`src/rtl/mpbar_pkg.sv`:
```
package mpbar_pkg;

    localparam int DW      = 32;
    localparam int NBYTES  = DW / 8;
    localparam int LOW_W   = 4;
    localparam logic [DW-1:0] MASK_RESET = 32'hFFFF_FFC1;
    localparam logic [DW-1:0] BASE_RESET = 32'h0000_0000;

    typedef enum logic {
        SEL_BASE = 1'b0,
        SEL_MASK = 1'b1
    } cfg_sel_e;

    typedef struct packed {
        logic              wr;
        logic              rd;
        cfg_sel_e          sel;
        logic [NBYTES-1:0] be;
        logic [DW-1:0]     data;
    } cfg_req_t;

    typedef struct packed {
        logic          valid;
        logic          is_io;
        logic [DW-1:0] addr;
    } bus_req_t;

    // Read-only low bits of the base, derived from the mask.
    function automatic logic [LOW_W-1:0] type_bits(input logic [DW-1:0] m);
        return m[0] ? LOW_W'(1) : {m[LOW_W-1:1], 1'b0};
    endfunction

    // Address bits that take part in decode.
    function automatic logic [DW-1:0] window_of(input logic [DW-1:0] m);
        return {m[DW-1:LOW_W], {LOW_W{1'b0}}};
    endfunction

endpackage

```
`src/rtl/mpbar_regs.sv`:
```
module mpbar_regs
    import mpbar_pkg::*;
#(
    parameter logic [DW-1:0] MASK_RST = MASK_RESET,
    parameter logic [DW-1:0] BASE_RST = BASE_RESET
) (
    input  logic          clk,
    input  logic          rst,
    input  cfg_req_t      req,
    output logic [DW-1:0] mask_q,
    output logic [DW-1:0] base_q,
    output logic          stale_q
);

    logic          mask_we;
    logic          base_we;
    logic [DW-1:0] mask_nxt;
    logic [DW-1:0] base_mrg;

    assign mask_we = req.wr && (req.sel == SEL_MASK);
    assign base_we = req.wr && (req.sel == SEL_BASE);

    for (genvar b = 0; b < NBYTES; b++) begin : g_lane
        assign mask_nxt[b*8 +: 8] = (mask_we && req.be[b]) ? req.data[b*8 +: 8]
                                                           : mask_q[b*8 +: 8];
        assign base_mrg[b*8 +: 8] = (base_we && req.be[b]) ? req.data[b*8 +: 8]
                                                           : base_q[b*8 +: 8];
    end

    always_ff @(posedge clk) begin
        if (rst) begin
            mask_q  <= MASK_RST;
            base_q  <= BASE_RST & window_of(MASK_RST);
            stale_q <= 1'b0;
        end else if (mask_we) begin
            mask_q  <= mask_nxt;
            base_q  <= base_q & window_of(mask_nxt);
            stale_q <= 1'b1;
        end else if (base_we) begin
            base_q  <= base_mrg & window_of(mask_q);
            stale_q <= 1'b0;
        end
    end

endmodule

```
`src/rtl/mpbar_readback.sv`:
```
module mpbar_readback
    import mpbar_pkg::*;
(
    input  logic          clk,
    input  logic          rst,
    input  cfg_req_t      req,
    input  logic [DW-1:0] mask_q,
    input  logic [DW-1:0] base_q,
    output logic [DW-1:0] rdata_q
);

    logic [DW-1:0] base_view;

    assign base_view = base_q | {{(DW-LOW_W){1'b0}}, type_bits(mask_q)};

    always_ff @(posedge clk) begin
        if (rst) begin
            rdata_q <= '0;
        end else if (req.rd) begin
            rdata_q <= (req.sel == SEL_MASK) ? mask_q : base_view;
        end
    end

endmodule

```
`src/rtl/mpbar_decode.sv`:
```
module mpbar_decode
    import mpbar_pkg::*;
(
    input  logic          clk,
    input  logic          rst,
    input  bus_req_t      bus,
    input  logic [DW-1:0] mask_q,
    input  logic [DW-1:0] base_q,
    input  logic          stale_q,
    output logic          hit_q
);

    logic space_ok;
    logic addr_ok;

    assign space_ok = (bus.is_io == mask_q[0]);
    assign addr_ok  = ((bus.addr ^ base_q) & window_of(mask_q)) == '0;

    always_ff @(posedge clk) begin
        if (rst) begin
            hit_q <= 1'b0;
        end else begin
            hit_q <= bus.valid && space_ok && addr_ok && !stale_q;
        end
    end

endmodule

```
`src/rtl/mpbar_top.sv`:
```
module mpbar_top
    import mpbar_pkg::*;
#(
    parameter logic [DW-1:0] MASK_RST = MASK_RESET,
    parameter logic [DW-1:0] BASE_RST = BASE_RESET
) (
    input  logic              clk,
    input  logic              rst,
    input  logic              cfg_wr,
    input  logic              cfg_rd,
    input  logic              cfg_sel,
    input  logic [NBYTES-1:0] cfg_be,
    input  logic [DW-1:0]     cfg_wdata,
    output logic [DW-1:0]     cfg_rdata,
    input  logic              bus_valid,
    input  logic              bus_io,
    input  logic [DW-1:0]     bus_addr,
    output logic              bus_hit
);

    cfg_req_t      req;
    bus_req_t      bus;
    logic [DW-1:0] mask_q;
    logic [DW-1:0] base_q;
    logic          stale_q;

    assign req = '{wr: cfg_wr, rd: cfg_rd, sel: cfg_sel_e'(cfg_sel),
                   be: cfg_be, data: cfg_wdata};
    assign bus = '{valid: bus_valid, is_io: bus_io, addr: bus_addr};

    mpbar_regs #(
        .MASK_RST (MASK_RST),
        .BASE_RST (BASE_RST)
    ) u_regs (
        .clk     (clk),
        .rst     (rst),
        .req     (req),
        .mask_q  (mask_q),
        .base_q  (base_q),
        .stale_q (stale_q)
    );

    mpbar_readback u_rb (
        .clk     (clk),
        .rst     (rst),
        .req     (req),
        .mask_q  (mask_q),
        .base_q  (base_q),
        .rdata_q (cfg_rdata)
    );

    mpbar_decode u_dec (
        .clk     (clk),
        .rst     (rst),
        .bus     (bus),
        .mask_q  (mask_q),
        .base_q  (base_q),
        .stale_q (stale_q),
        .hit_q   (bus_hit)
    );

endmodule

```
`config.mk`:
```
export PLATFORM = sky130hd
export DESIGN_NAME = mpbar_top
export DESIGN_NICKNAME = d
export VERILOG_FILES = /design/src/rtl/mpbar_pkg.sv /design/src/rtl/mpbar_regs.sv /design/src/rtl/mpbar_readback.sv /design/src/rtl/mpbar_decode.sv /design/src/rtl/mpbar_top.sv
export SDC_FILE = /design/constraint.sdc
export NUM_CORES = 1
export LEC_CHECK = 0
export ABC_AREA = 1
export CAP_MARGIN = 20
export CORE_ASPECT_RATIO = 1.75
export CORE_MARGIN = 5
export CORE_UTILIZATION = 45
export DETAILED_ROUTE_END_ITERATION = 10
export HOLD_SLACK_MARGIN = 0.06
export PLACE_DENSITY = 0.82
export SLEW_MARGIN = 20
export SYNTH_ARGS = -nofsm -noshare
export SYNTH_HDL_FRONTEND = slang
export SYNTH_SLANG_ARGS = --single-unit
export TNS_END_PERCENT = 1
```
`constraint.sdc`:
```
create_clock -name clk -period 3.5 [get_ports clk]
set_clock_uncertainty 0.2 [all_clocks]
set_input_delay 0.35 -clock clk [delete_from_list [all_inputs] [get_ports clk]]
set_output_delay 0.35 -clock clk [all_outputs]
set_load 0.005 [all_outputs]
```
==> results.sh, run 1 <==
export IMPL_status="complete, no violations"
export IMPL_power_share_clock_pct=37.5
export IMPL_largest_family_of_logic_cells_by_synthesized_area="compound AO/OA/AOI/OAI gates"
export IMPL_power_density_nw_per_um2=404
export IMPL_total_leakage_power_nw=2.90
export IMPL_cts_root_to_sink_buffers=2
export IMPL_synth_seq_area_share_pct=37.2
export IMPL_standard_cell_row_count=51
export IMPL_die_height_um=150
export IMPL_rsz0062_at_grt="false"
export IMPL_worstHoldPathCells=2
export IMPL_dp_final_hpwl_um=10000
export IMPL_place_detailed_instances=923
export IMPL_worstSetupEndpointType="register"
export IMPL_power_net_switching_w=0.000691
export IMPL_finalWorstPathRequiredPeriod_ns=2.21
export IMPL_worstSetupPathType="in2reg"
export IMPL_yosysUniqueCellTypes=23
export IMPL_finalSetupViolations=0
export IMPL_synthXorXnorAreaFrac_pct=0.173
export IMPL_die_w_um=90.1
export IMPL_floorplan_die_area_um2=13500
export IMPL_insertion_delay_ns=0.35
export IMPL_globalplace_congestion=0.833
export IMPL_grtUsageTotal_pct=20.5
export IMPL_detailroute_via_count=5023
export IMPL_synthesized_instance_count=718
export IMPL_post_cts_resized_instances=0
export IMPL_postRouteAntennaNets=0
export IMPL_max_slew_worst_pin_slew_ns=0.764
export IMPL_grt_start_max_net_pins=36
export IMPL_final_cell_count_no_fill=940
export IMPL_slew_viol_final=0
export IMPL_postSynthNetCount=793
export IMPL_cts_root_buffer_type="clkbuf_16"
export IMPL_final_nets=877
export IMPL_drt_iter0_drc=255
export IMPL_syn_avg_cell_area_um2=7.04
export IMPL_tritoncts_num_sinks=94
export IMPL_area_share_of_fa_ha_maj_cells_after_synthesis_pct=0
export IMPL_timing_setup_tns_ns=0
export IMPL_hold_path_class="reg2reg"
export IMPL_p_comb_share_pct=17.2
export IMPL_io_buffer_count=103
export IMPL_core_area_um2=11000
export IMPL_fin_crit_sh_pct=63.0
export IMPL_viasPerCell=5.34
export IMPL_vdd_ir_drop_max_uv=318
export IMPL_power_share_switching_pct=26.9
export IMPL_first_pass_grt_wire_length_um=22700
export IMPL_crit_path_max_fanout=35
export IMPL_power_w=0.00257
export IMPL_max_freq_mhz=454
export IMPL_cts_setup_buffers=0
export IMPL_routedWlPerCell_um=14.6
export IMPL_fillers=1053
export IMPL_globalRoute_totalOverflow=0
export IMPL_cap_viol_max_count=0
export IMPL_synth_seq_cells=94
export IMPL_preCtsSetupSlack_ns=1.02
export IMPL_design_portCount=108
export IMPL_start_kind="input pin"
export IMPL_drt_pass1_iter_count=5
export IMPL_number_of_cts_inserted_buffers=9
export IMPL_mapped_cell_area_um2=5050
export IMPL_seq_power_share_pct=45.3
export IMPL_reg2reg_depth=6
export IMPL_tritoncts="done"
export IMPL_relSlewSlack_pct=48.9
export IMPL_layout_area_overhead_vs_synth_pct=26.1
export IMPL_start_util_pct=45.8
export IMPL_postLayoutSetupSlackWorst_ns=1.29
export IMPL_route_final_wire_length_um=13700
export IMPL_worst_endpoint_required_ns=3.57
export IMPL_share_of_layout_cells_above_drive_strength_1_pct=7.06
export IMPL_drc_errors=0
export IMPL_ctsHoldBuffers=0
export IMPL_utilization_pct=57.7
export IMPL_final_hold_viol_count=0
export IMPL_synth_mux_area_share_pct=0
export IMPL_grt_antenna_before_repair=1
export IMPL_internal_power_w=0.00188
export IMPL_path_clk_slew_ns=0.06
export IMPL_yosysWarningCount=0
export IMPL_worst_ep_arrival_time_ns=2.28
export IMPL_cts_max_level=3
export IMPL_first_global_vias=4828
export IMPL_synthesized_area_fraction_occupied_by_ao_oa_aoi_and_oai_cells_pct=25.5
export IMPL_synth_simple_gate_area_share_pct=24.5
path summary, 6_finish.rpt:
kind                                                startpoint                              to  slack [ns]
worst max-delay path                                    cfg_wr  u_regs.base_q[27]$_SDFFE_PP0P_        1.29
worst min-delay path             u_regs.mask_q[2]$_SDFFE_PP0P_    u_rb.rdata_q[2]$_SDFFE_PP0P_        0.27
worst min register to register   u_regs.mask_q[2]$_SDFFE_PP0P_    u_rb.rdata_q[2]$_SDFFE_PP0P_        0.27
worst max register to register  u_regs.base_q[30]$_SDFFE_PP0P_          u_dec.hit_q$_SDFF_PP0_        2.17
cell usage in the layout, fill, tap and decap left out:
| master | synthesis | layout |
|---|---|---|
| nand2_1 | 206 | 206 |
| inv_1 | 106 | 106 |
| clkdlybuf4s50_1 | 0 | 101 |
| dfxtp_1 | 94 | 94 |
| o211ai_1 | 82 | 82 |
| nor2_1 | 51 | 51 |
| a21oi_1 | 42 | 42 |
| nand3_1 | 29 | 29 |
| o2111ai_1 | 23 | 23 |
| o211ai_2 | 17 | 17 |
| o21ai_0 | 10 | 10 |
| buf_4 | 6 | 10 |
| clkbuf_16 | 0 | 9 |
| or2_2 | 7 | 7 |
| clkinv_2 | 0 | 4 |
| nand2_4 | 3 | 3 |
| nand2_2 | 2 | 2 |
| clkbuf_1 | 16 | 2 |
| buf_2 | 13 | 2 |
| diode_2 | 0 | 1 |
| inv_6 | 1 | 1 |
| nor2_8 | 1 | 1 |
| nand4_1 | 1 | 1 |
| xnor2_1 | 1 | 1 |
| nor3b_1 | 1 | 1 |
| nor3_1 | 1 | 1 |
| bufinv_16 | 0 | 1 |
worst max-delay path: stages:
cell	delay, ns
clkdlybuf4s50_1	0.46
buf_4	0.20
inv_1	0.13
nor2_8	0.39
buf_4	0.35
o2111ai_1	0.18
a21oi_1	0.20
synth_stat cells:
cell       count  share of area [%]
o211ai_1      82                 12
o21ai_0       10               0.99
nor2_8         1               0.40
nand3_1       29                2.9
buf_4          6               0.89
nor3b_1        1               0.15
xnor2_1        1               0.17
a21oi_1       42                4.2
o2111ai_1     23                4.0
nand2_4        3               0.67
dfxtp_1       94                 37
nand4_1        1               0.12
nor3_1         1              0.099
buf_2         13                1.3
nor2_1        51                3.8
inv_6          1               0.17
buf_6          5                1.1
or2_2          7               0.87
o211ai_2      17                4.2
nand2_1      206                 15
nand2_2        2               0.25
inv_1        106                7.9
clkbuf_1      16                1.2
state kept, by name (all words and copies together), names as in the netlist:
name,flops
u_dec.hit_q,1
u_rb.rdata_q,32
u_regs.base_q,28
u_regs.mask_q,32
u_regs.stale_q,1
kinds of logic (layout without fill, tap and decap cells):
kind of cell | count (synthesis) | count (layout)
xor+xnor | 1 | 1
buf+inv | 147 | 236
compound gates | 174 | 174
flops | 94 | 94
simple gates | 302 | 302
other cells | 0 | 1
per-stage QoR:
| stage | area (um2) | hold WS, ns |
|---|---|---|
| final | 6370 | 0.269 |
| after global routing | 6370 | 0.295 |
| after CTS | 6370 | 0.275 |
| after detailed placement | 6090 | 0.255 |
| after global placement | 6090 | 0.248 |
| after floorplan | 5050 | 0.238 |
routing by layer:
layer	global-route usage, %	vias up	share of wire [%]
met4	10.8	0	4.0
met3	3.15	30	3.9
met5	0	-	0
li1	-	2557	-
met1	23.6	2330	41
met2	36.5	106	52
power by group through the flow:
stage | logic (W) | registers (W) | clock network (W)
floorplan | 0.000247 | 0.00118 | 0
global placement | 0.000436 | 0.00119 | 0
detailed placement | 0.000442 | 0.00119 | 0
CTS | 0.000445 | 0.00117 | 0.000973
global route | 0.000492 | 0.00117 | 0.00102
finish | 0.000442 | 0.00117 | 0.000965
cell type report:
| type | instances | area, um2 | share of cell area, % |
|---|---|---|---|
| Clock buffer | 11 | 233 | 3.65 |
| Clock inverter | 5 | 50.0 | 0.785 |
| Tap cell | 132 | 165 | 2.59 |
| Inverter | 107 | 407 | 6.38 |
| Sequential cell | 94 | 1880 | 29.5 |
| Antenna cell | 1 | 2.50 | 0.0393 |
| Timing Repair Buffer | 113 | 1100 | 17.2 |
| Multi-Input combinational cell | 477 | 2540 | 39.8 |
(Power assumes the default switching activity.)
==> run 2, diff against run 1 <==
--- a/config.mk
+++ b/config.mk
@@ -12,7 +12,7 @@
 export CORE_UTILIZATION = 45
 export DETAILED_ROUTE_END_ITERATION = 10
 export HOLD_SLACK_MARGIN = 0.06
-export PLACE_DENSITY = 0.82
+export PLACE_DENSITY = 0.85
 export SLEW_MARGIN = 20
 export SYNTH_ARGS = -nofsm -noshare
 export SYNTH_HDL_FRONTEND = slang
==> constraint.sdc (replaced) <==
create_clock -name clk -period 2 [get_ports clk]
set_clock_uncertainty 0.2 [all_clocks]
set_input_delay 0.2 -clock clk [delete_from_list [all_inputs] [get_ports clk]]
set_output_delay 0.2 -clock clk [all_outputs]
set_load 0.005 [all_outputs]
==> run 2 against run 1 <==
Net effect:
- clock power is 64% higher
- wire length is 4.1% higher
- worst setup slack lost 1.1 ns
- sequential share of layout area fell by 0.57 points
- combinational power rose by 84%
- register-to-register slack worse by 1.5 ns
- flip-flop and latch count is the same
- global-route usage rose by 0.83 points
- final area is 2.0% higher
- non-clock buffer count increased by 13
- core utilization increased by 1.1 points
- critical path type unchanged
- largest cell class unchanged
==> results.sh, run 2 (synthesized netlist as in run 1, its figures left out) <==
export IMPL_cpPeakStageDelay_ns=0.59
export IMPL_final_cell_count_no_fill=952
export IMPL_crit_path_cell_trace="clkdlybuf4s50_1 -> nand2_4 -> inv_6 -> nand2_2 -> nand2_1 -> o211ai_2 -> nand2_1 -> a21oi_1"
export IMPL_globalplace_congestion=0.836
export IMPL_worst_path_max_delay_cell="clkdlybuf4s50_1"
export IMPL_utilization_pct=58.9
export IMPL_drt_pass1_iter_count=5
export IMPL_io_buffer_count=103
export IMPL_number_of_cts_inserted_buffers=9
export IMPL_crit_top_cell="nand2_1"
export IMPL_layout_area_overhead_vs_synth_pct=28.6
export IMPL_finalSetupViolations=0
export IMPL_grtUsageTotal_pct=21.4
export IMPL_die_w_um=90.1
export IMPL_core_area_um2=11000
export IMPL_status="complete, no violations"
export IMPL_standard_cell_row_count=51
export IMPL_largest_registers="u_rb.rdata_q (32), u_regs.mask_q (32), u_regs.base_q (28)"
export IMPL_preCtsSetupSlack_ns=-0.0820
export IMPL_cts_root_to_sink_buffers=2
export IMPL_slew_viol_final=0
export IMPL_crit_path_max_fanout=21
export IMPL_fin_crit_sh_pct=88.0
export IMPL_vdd_ir_drop_max_uv=485
export IMPL_route_final_wire_length_um=14300
export IMPL_cts_root_buffer_type="clkbuf_16"
export IMPL_rsz0062_at_grt="false"
export IMPL_die_height_um=150
export IMPL_tritoncts="done"
export IMPL_first_pass_grt_wire_length_um=23700
export IMPL_power_density_nw_per_um2=683
export IMPL_ctsHoldBuffers=0
export IMPL_mostFrequentLayoutCell="nand2_1"
export IMPL_first_global_vias=4992
export IMPL_worst_endpoint_required_ns=2.01
export IMPL_final_nets=890
export IMPL_finalWorstPathRequiredPeriod_ns=1.76
export IMPL_routedWlPerCell_um=15.0
export IMPL_postRouteAntennaNets=0
export IMPL_worstSetupPathType="in2reg"
export IMPL_start_kind="input pin"
export IMPL_drt_iter0_drc=366
export IMPL_grt_antenna_before_repair=0
export IMPL_viasPerCell=5.44
export IMPL_final_hold_viol_count=0
export IMPL_worst_ep_arrival_time_ns=1.77
export IMPL_insertion_delay_ns=0.34
export IMPL_detailroute_via_count=5177
export IMPL_globalRoute_totalOverflow=0
export IMPL_cap_viol_max_count=0
export IMPL_hold_path_class="in2reg"
export IMPL_worst_hold_slack_ns=0.117
export IMPL_floorplan_die_area_um2=13500
export IMPL_share_of_layout_cells_above_drive_strength_1_pct=8.17
export IMPL_design_portCount=108
export IMPL_max_freq_mhz=568
export IMPL_drc_errors=0
export IMPL_max_slew_worst_pin_slew_ns=0.463
export IMPL_path_clk_slew_ns=0.06
export IMPL_cts_max_level=3
export IMPL_dp_final_hpwl_um=10400
export IMPL_cts_setup_buffers=0
export IMPL_antenna_cells=0
export IMPL_most_common_layout_cells="206 x nand2_1, 106 x inv_1, 101 x clkdlybuf4s50_1, 94 x dfxtp_1, 82 x o211ai_1"
export IMPL_place_detailed_instances=936
export IMPL_postLayoutSetupSlackWorst_ns=0.239
export IMPL_post_cts_resized_instances=0
export IMPL_relSlewSlack_pct=69.0
export IMPL_start_util_pct=45.8
export IMPL_worstSetupEndpointType="register"
export IMPL_total_leakage_power_nw=2.96
export IMPL_tritoncts_num_sinks=94
export IMPL_grt_start_max_net_pins=58
[run 2: final timing paths]
kind / cells past startpoint / slack [ns] / to / from
max: 8 / 0.24 / u_regs.base_q[20]$_SDFFE_PP0P_ / cfg_wr
min: 2 / 0.12 / u_rb.rdata_q[2]$_SDFFE_PP0P_ / cfg_rd
max reg2reg: 6 / 0.63 / u_dec.hit_q$_SDFF_PP0_ / u_regs.base_q[30]$_SDFFE_PP0P_
min reg2reg: 2 / 0.26 / u_rb.rdata_q[2]$_SDFFE_PP0P_ / u_regs.mask_q[2]$_SDFFE_PP0P_
[run 2: layer usage]
metal | global-route usage, % | vias to the layer above | share of wire (%)
met5 | 0 | - | 0
met4 | 15.4 | 0 | 5.9
met3 | 2.85 | 65 | 5.4
met2 | 37.2 | 198 | 51
met1 | 23.8 | 2321 | 38
li1 | - | 2593 | -
[run 2: cell type report]
cell class              instances  area [um2]
clock inverters                 1        5.00
flip-flops and latches         94        1880
repair buffers                126        1240
fillers                      1000        4540
multi-input cells             477        2540
clock buffers                  15         258
well taps                     132         165
inverters                     107         407
[run 2: critical path: cells and delay by family]
family / cells / cell delay, ns
and+or+nand+nor: 4 / 0.67
AOI/OAI and AO/OA: 2 / 0.16
buffers and inverters: 2 / 0.73
[run 2: through the flow]
| step | instance area, um2 | power, W | TNS, ns |
|---|---|---|---|
| 2_1_floorplan | 5050 | 0.00250 | 0 |
| 3_3_place_gp | 6230 | 0.00288 | -0.0190 |
| 3_5_place_dp | 6230 | 0.00290 | -0.464 |
| 4_1_cts | 6500 | 0.00446 | 0 |
| 5_1_grt | 6500 | 0.00464 | 0 |
| 6_report | 6500 | 0.00444 | 0 |
[run 2: where the power goes]
| group | leakage, nW | internal [W] | switching [W] |
|---|---|---|---|
| clock | 0.128 | 0.000878 | 0.000702 |
| combinational | 2.06 | 0.000392 | 0.000422 |
| sequential | 0.772 | 0.00197 | 0.0000739 |
| total | 2.96 | 0.00324 | 0.00120 |
==> run 3, diff against run 2 <==
--- a/config.mk
+++ b/config.mk
@@ -9,11 +9,11 @@
 export CAP_MARGIN = 20
 export CORE_ASPECT_RATIO = 1.75
 export CORE_MARGIN = 5
-export CORE_UTILIZATION = 45
+export CORE_UTILIZATION = 46
 export DETAILED_ROUTE_END_ITERATION = 10
 export HOLD_SLACK_MARGIN = 0.06
-export PLACE_DENSITY = 0.85
-export SLEW_MARGIN = 20
+export PLACE_DENSITY = 0.86
+export SLEW_MARGIN = 15
 export SYNTH_ARGS = -nofsm -noshare
 export SYNTH_HDL_FRONTEND = slang
 export SYNTH_SLANG_ARGS = --single-unit
==> run 3 against run 2 <==
Net effect:
- final area increased by 0.37%
- wire length is 0.32% lower
- flip-flop and latch count stayed put
- die area decreased by 2.0%
- largest cell class unchanged
- first-iteration DRC count increased by 3.3%
- worst setup slack gained 0.055 ns
- non-clock buffer count down 3
- core utilization grew 1.7 points
- maximum frequency rose by 3.2%
- count of clock-buffer cells in the layout fell by 4
- combinational power decreased by 1%
- via count down 0.70%
==> results.sh, run 3 (synthesized netlist as in run 1, its figures left out) <==
export IMPL_crit_path_cell_trace="clkdlybuf4s50_1 -> nand2_4 -> inv_6 -> nand2_2 -> nand2_1 -> o211ai_2 -> nand2_1 -> a21oi_1"
export IMPL_cpPeakStageDelay_ns=0.58
export IMPL_total_leakage_power_nw=2.97
export IMPL_relSlewSlack_pct=69.4
export IMPL_largest_registers="u_rb.rdata_q (32), u_regs.mask_q (32), u_regs.base_q (28)"
export IMPL_status="complete, no violations"
export IMPL_postRouteAntennaNets=0
export IMPL_cts_root_to_sink_buffers=2
export IMPL_mostFrequentLayoutCell="nand2_1"
export IMPL_die_height_um=149
export IMPL_path_delay_family="buffers and inverters"
export IMPL_power_density_nw_per_um2=728
export IMPL_design_portCount=108
export IMPL_first_global_vias=4994
export IMPL_route_final_wire_length_um=14300
export IMPL_cts_setup_buffers=0
export IMPL_rsz0062_at_grt="false"
export IMPL_fillers=950
export IMPL_start_kind="input pin"
export IMPL_critPathBufInv=2
export IMPL_die_w_um=89.2
export IMPL_grt_start_max_net_pins=38
export IMPL_global_route_met1_usage_pct=25.0
export IMPL_preCtsSetupSlack_ns=-0.0418
export IMPL_cts_root_buffer_type="clkbuf_16"
export IMPL_max_slew_worst_pin_slew_ns=0.458
export IMPL_ctsHoldBuffers=0
export IMPL_worst_path_max_delay_cell="clkdlybuf4s50_1"
export IMPL_share_of_layout_cells_above_drive_strength_1_pct=8.45
export IMPL_drc_errors=0
export IMPL_drt_iter0_drc=378
export IMPL_finalWorstPathRequiredPeriod_ns=1.71
export IMPL_tritoncts="done"
export IMPL_finalSetupViolations=0
export IMPL_final_hold_viol_count=0
export IMPL_post_cts_resized_instances=0
export IMPL_standard_cell_row_count=50
export IMPL_crit_top_cell="nand2_1"
export IMPL_cts_max_level=3
export IMPL_tritoncts_num_sinks=94
export IMPL_grtUsageTotal_pct=22.0
export IMPL_most_common_layout_cells="206 x nand2_1, 106 x inv_1, 101 x clkdlybuf4s50_1, 94 x dfxtp_1, 82 x o211ai_1"
export IMPL_hold_path_class="in2reg"
export IMPL_routedWlPerCell_um=15.0
export IMPL_path_clk_slew_ns=0.07
export IMPL_layout_area_overhead_vs_synth_pct=29.1
export IMPL_place_detailed_instances=931
export IMPL_max_freq_mhz=586
export IMPL_floorplan_die_area_um2=13300
export IMPL_grt_util_met3_pct=3.33
export IMPL_core_area_um2=10800
export IMPL_drt_pass1_iter_count=5
export IMPL_final_cell_count_no_fill=948
export IMPL_dp_final_hpwl_um=10200
export IMPL_viasPerCell=5.42
export IMPL_worst_ep_arrival_time_ns=1.73
export IMPL_vdd_ir_drop_max_uv=465
export IMPL_final_nets=887
export IMPL_globalRoute_totalOverflow=0
export IMPL_io_buffer_count=103
export IMPL_number_of_cts_inserted_buffers=9
export IMPL_grt_antenna_before_repair=1
export IMPL_cap_viol_max_count=0
export IMPL_start_util_pct=47.0
export IMPL_slew_viol_final=0
export IMPL_worst_endpoint_required_ns=2.03
export IMPL_worstSetupPathType="in2reg"
export IMPL_first_pass_grt_wire_length_um=23200
export IMPL_power_w=0.00475
export IMPL_detailroute_via_count=5141
export IMPL_postLayoutSetupSlackWorst_ns=0.294
export IMPL_insertion_delay_ns=0.34
export IMPL_grtUsageMet2_pct=36.9
export IMPL_crit_path_max_fanout=21
export IMPL_worstSetupEndpointType="register"
export IMPL_fin_crit_sh_pct=85.3
export IMPL_grt_most_used_layer="met2"
export IMPL_globalplace_congestion=0.813
[run 3: changes by cell type in the layout (fill, tap and decap cells not counted), sizes merged]
| cell | previous run | this run |
|---|---|---|
| diode | 0 | 1 |
| buf | 25 | 22 |
| clkinv | 1 | 2 |
| clkinvlp | 0 | 1 |
| bufinv | 0 | 2 |
| clkbuf | 15 | 11 |
[run 3: path summary, 6_finish.rpt]
kind,from,to,depth (start not counted),slack (ns)
hold / removal,cfg_sel,u_regs.base_q[5]$_SDFFE_PP0P_,4,0.17
hold reg to reg,u_regs.mask_q[2]$_SDFFE_PP0P_,u_rb.rdata_q[2]$_SDFFE_PP0P_,2,0.26
setup reg to reg,u_regs.base_q[30]$_SDFFE_PP0P_,u_dec.hit_q$_SDFF_PP0_,6,0.68
setup / recovery,cfg_wr,u_regs.base_q[17]$_SDFFE_PP0P_,8,0.29
[run 3: worst reg2reg max path: stages, from the launching register on]
cell and delay [ns]:
dfxtp_1 0.33, or2_2 0.29, nand3_1 0.11, nand3_1 0.09, nor2_1 0.10, nand2_1 0.06, nor2_1 0.09
[run 3: stage by stage]
step	util (%)	hold WS [ns]	cell area, um2	TNS, ns
floorplan	-	0.113	5050	0
global placement	57.5	0.247	6180	0
detailed placement	57.5	0.252	6180	-0.184
CTS	60.6	0.160	6520	0
global route	60.6	0.186	6520	0
finish	60.6	0.175	6520	0
[run 3: final cells by class]
class,count,area (um2),share of cell area (%)
flip-flops and latches,94,1880,28.9
diodes,1,2.50,0.0384
multi-input cells,477,2540,38.9
inverters,107,407,6.24
clock inverters,5,81.3,1.25
clock buffers,11,253,3.88
well taps,130,163,2.49
repair buffers,123,1200,18.3
[run 3: power breakdown]
part / total, W / internal, W / leakage, nW / switching, W
registers: 0.00204 / 0.00197 / 0.772 / 0.0000748
clock network: 0.00190 / 0.00116 / 0.162 / 0.000736
logic: 0.000803 / 0.000383 / 2.04 / 0.000420
[run 3: routing by layer]
metal	wire length (um)	share of wire, %
met5	0	0
met4	785	5.5
met3	642	4.5
met2	7240	51
met1	5590	39
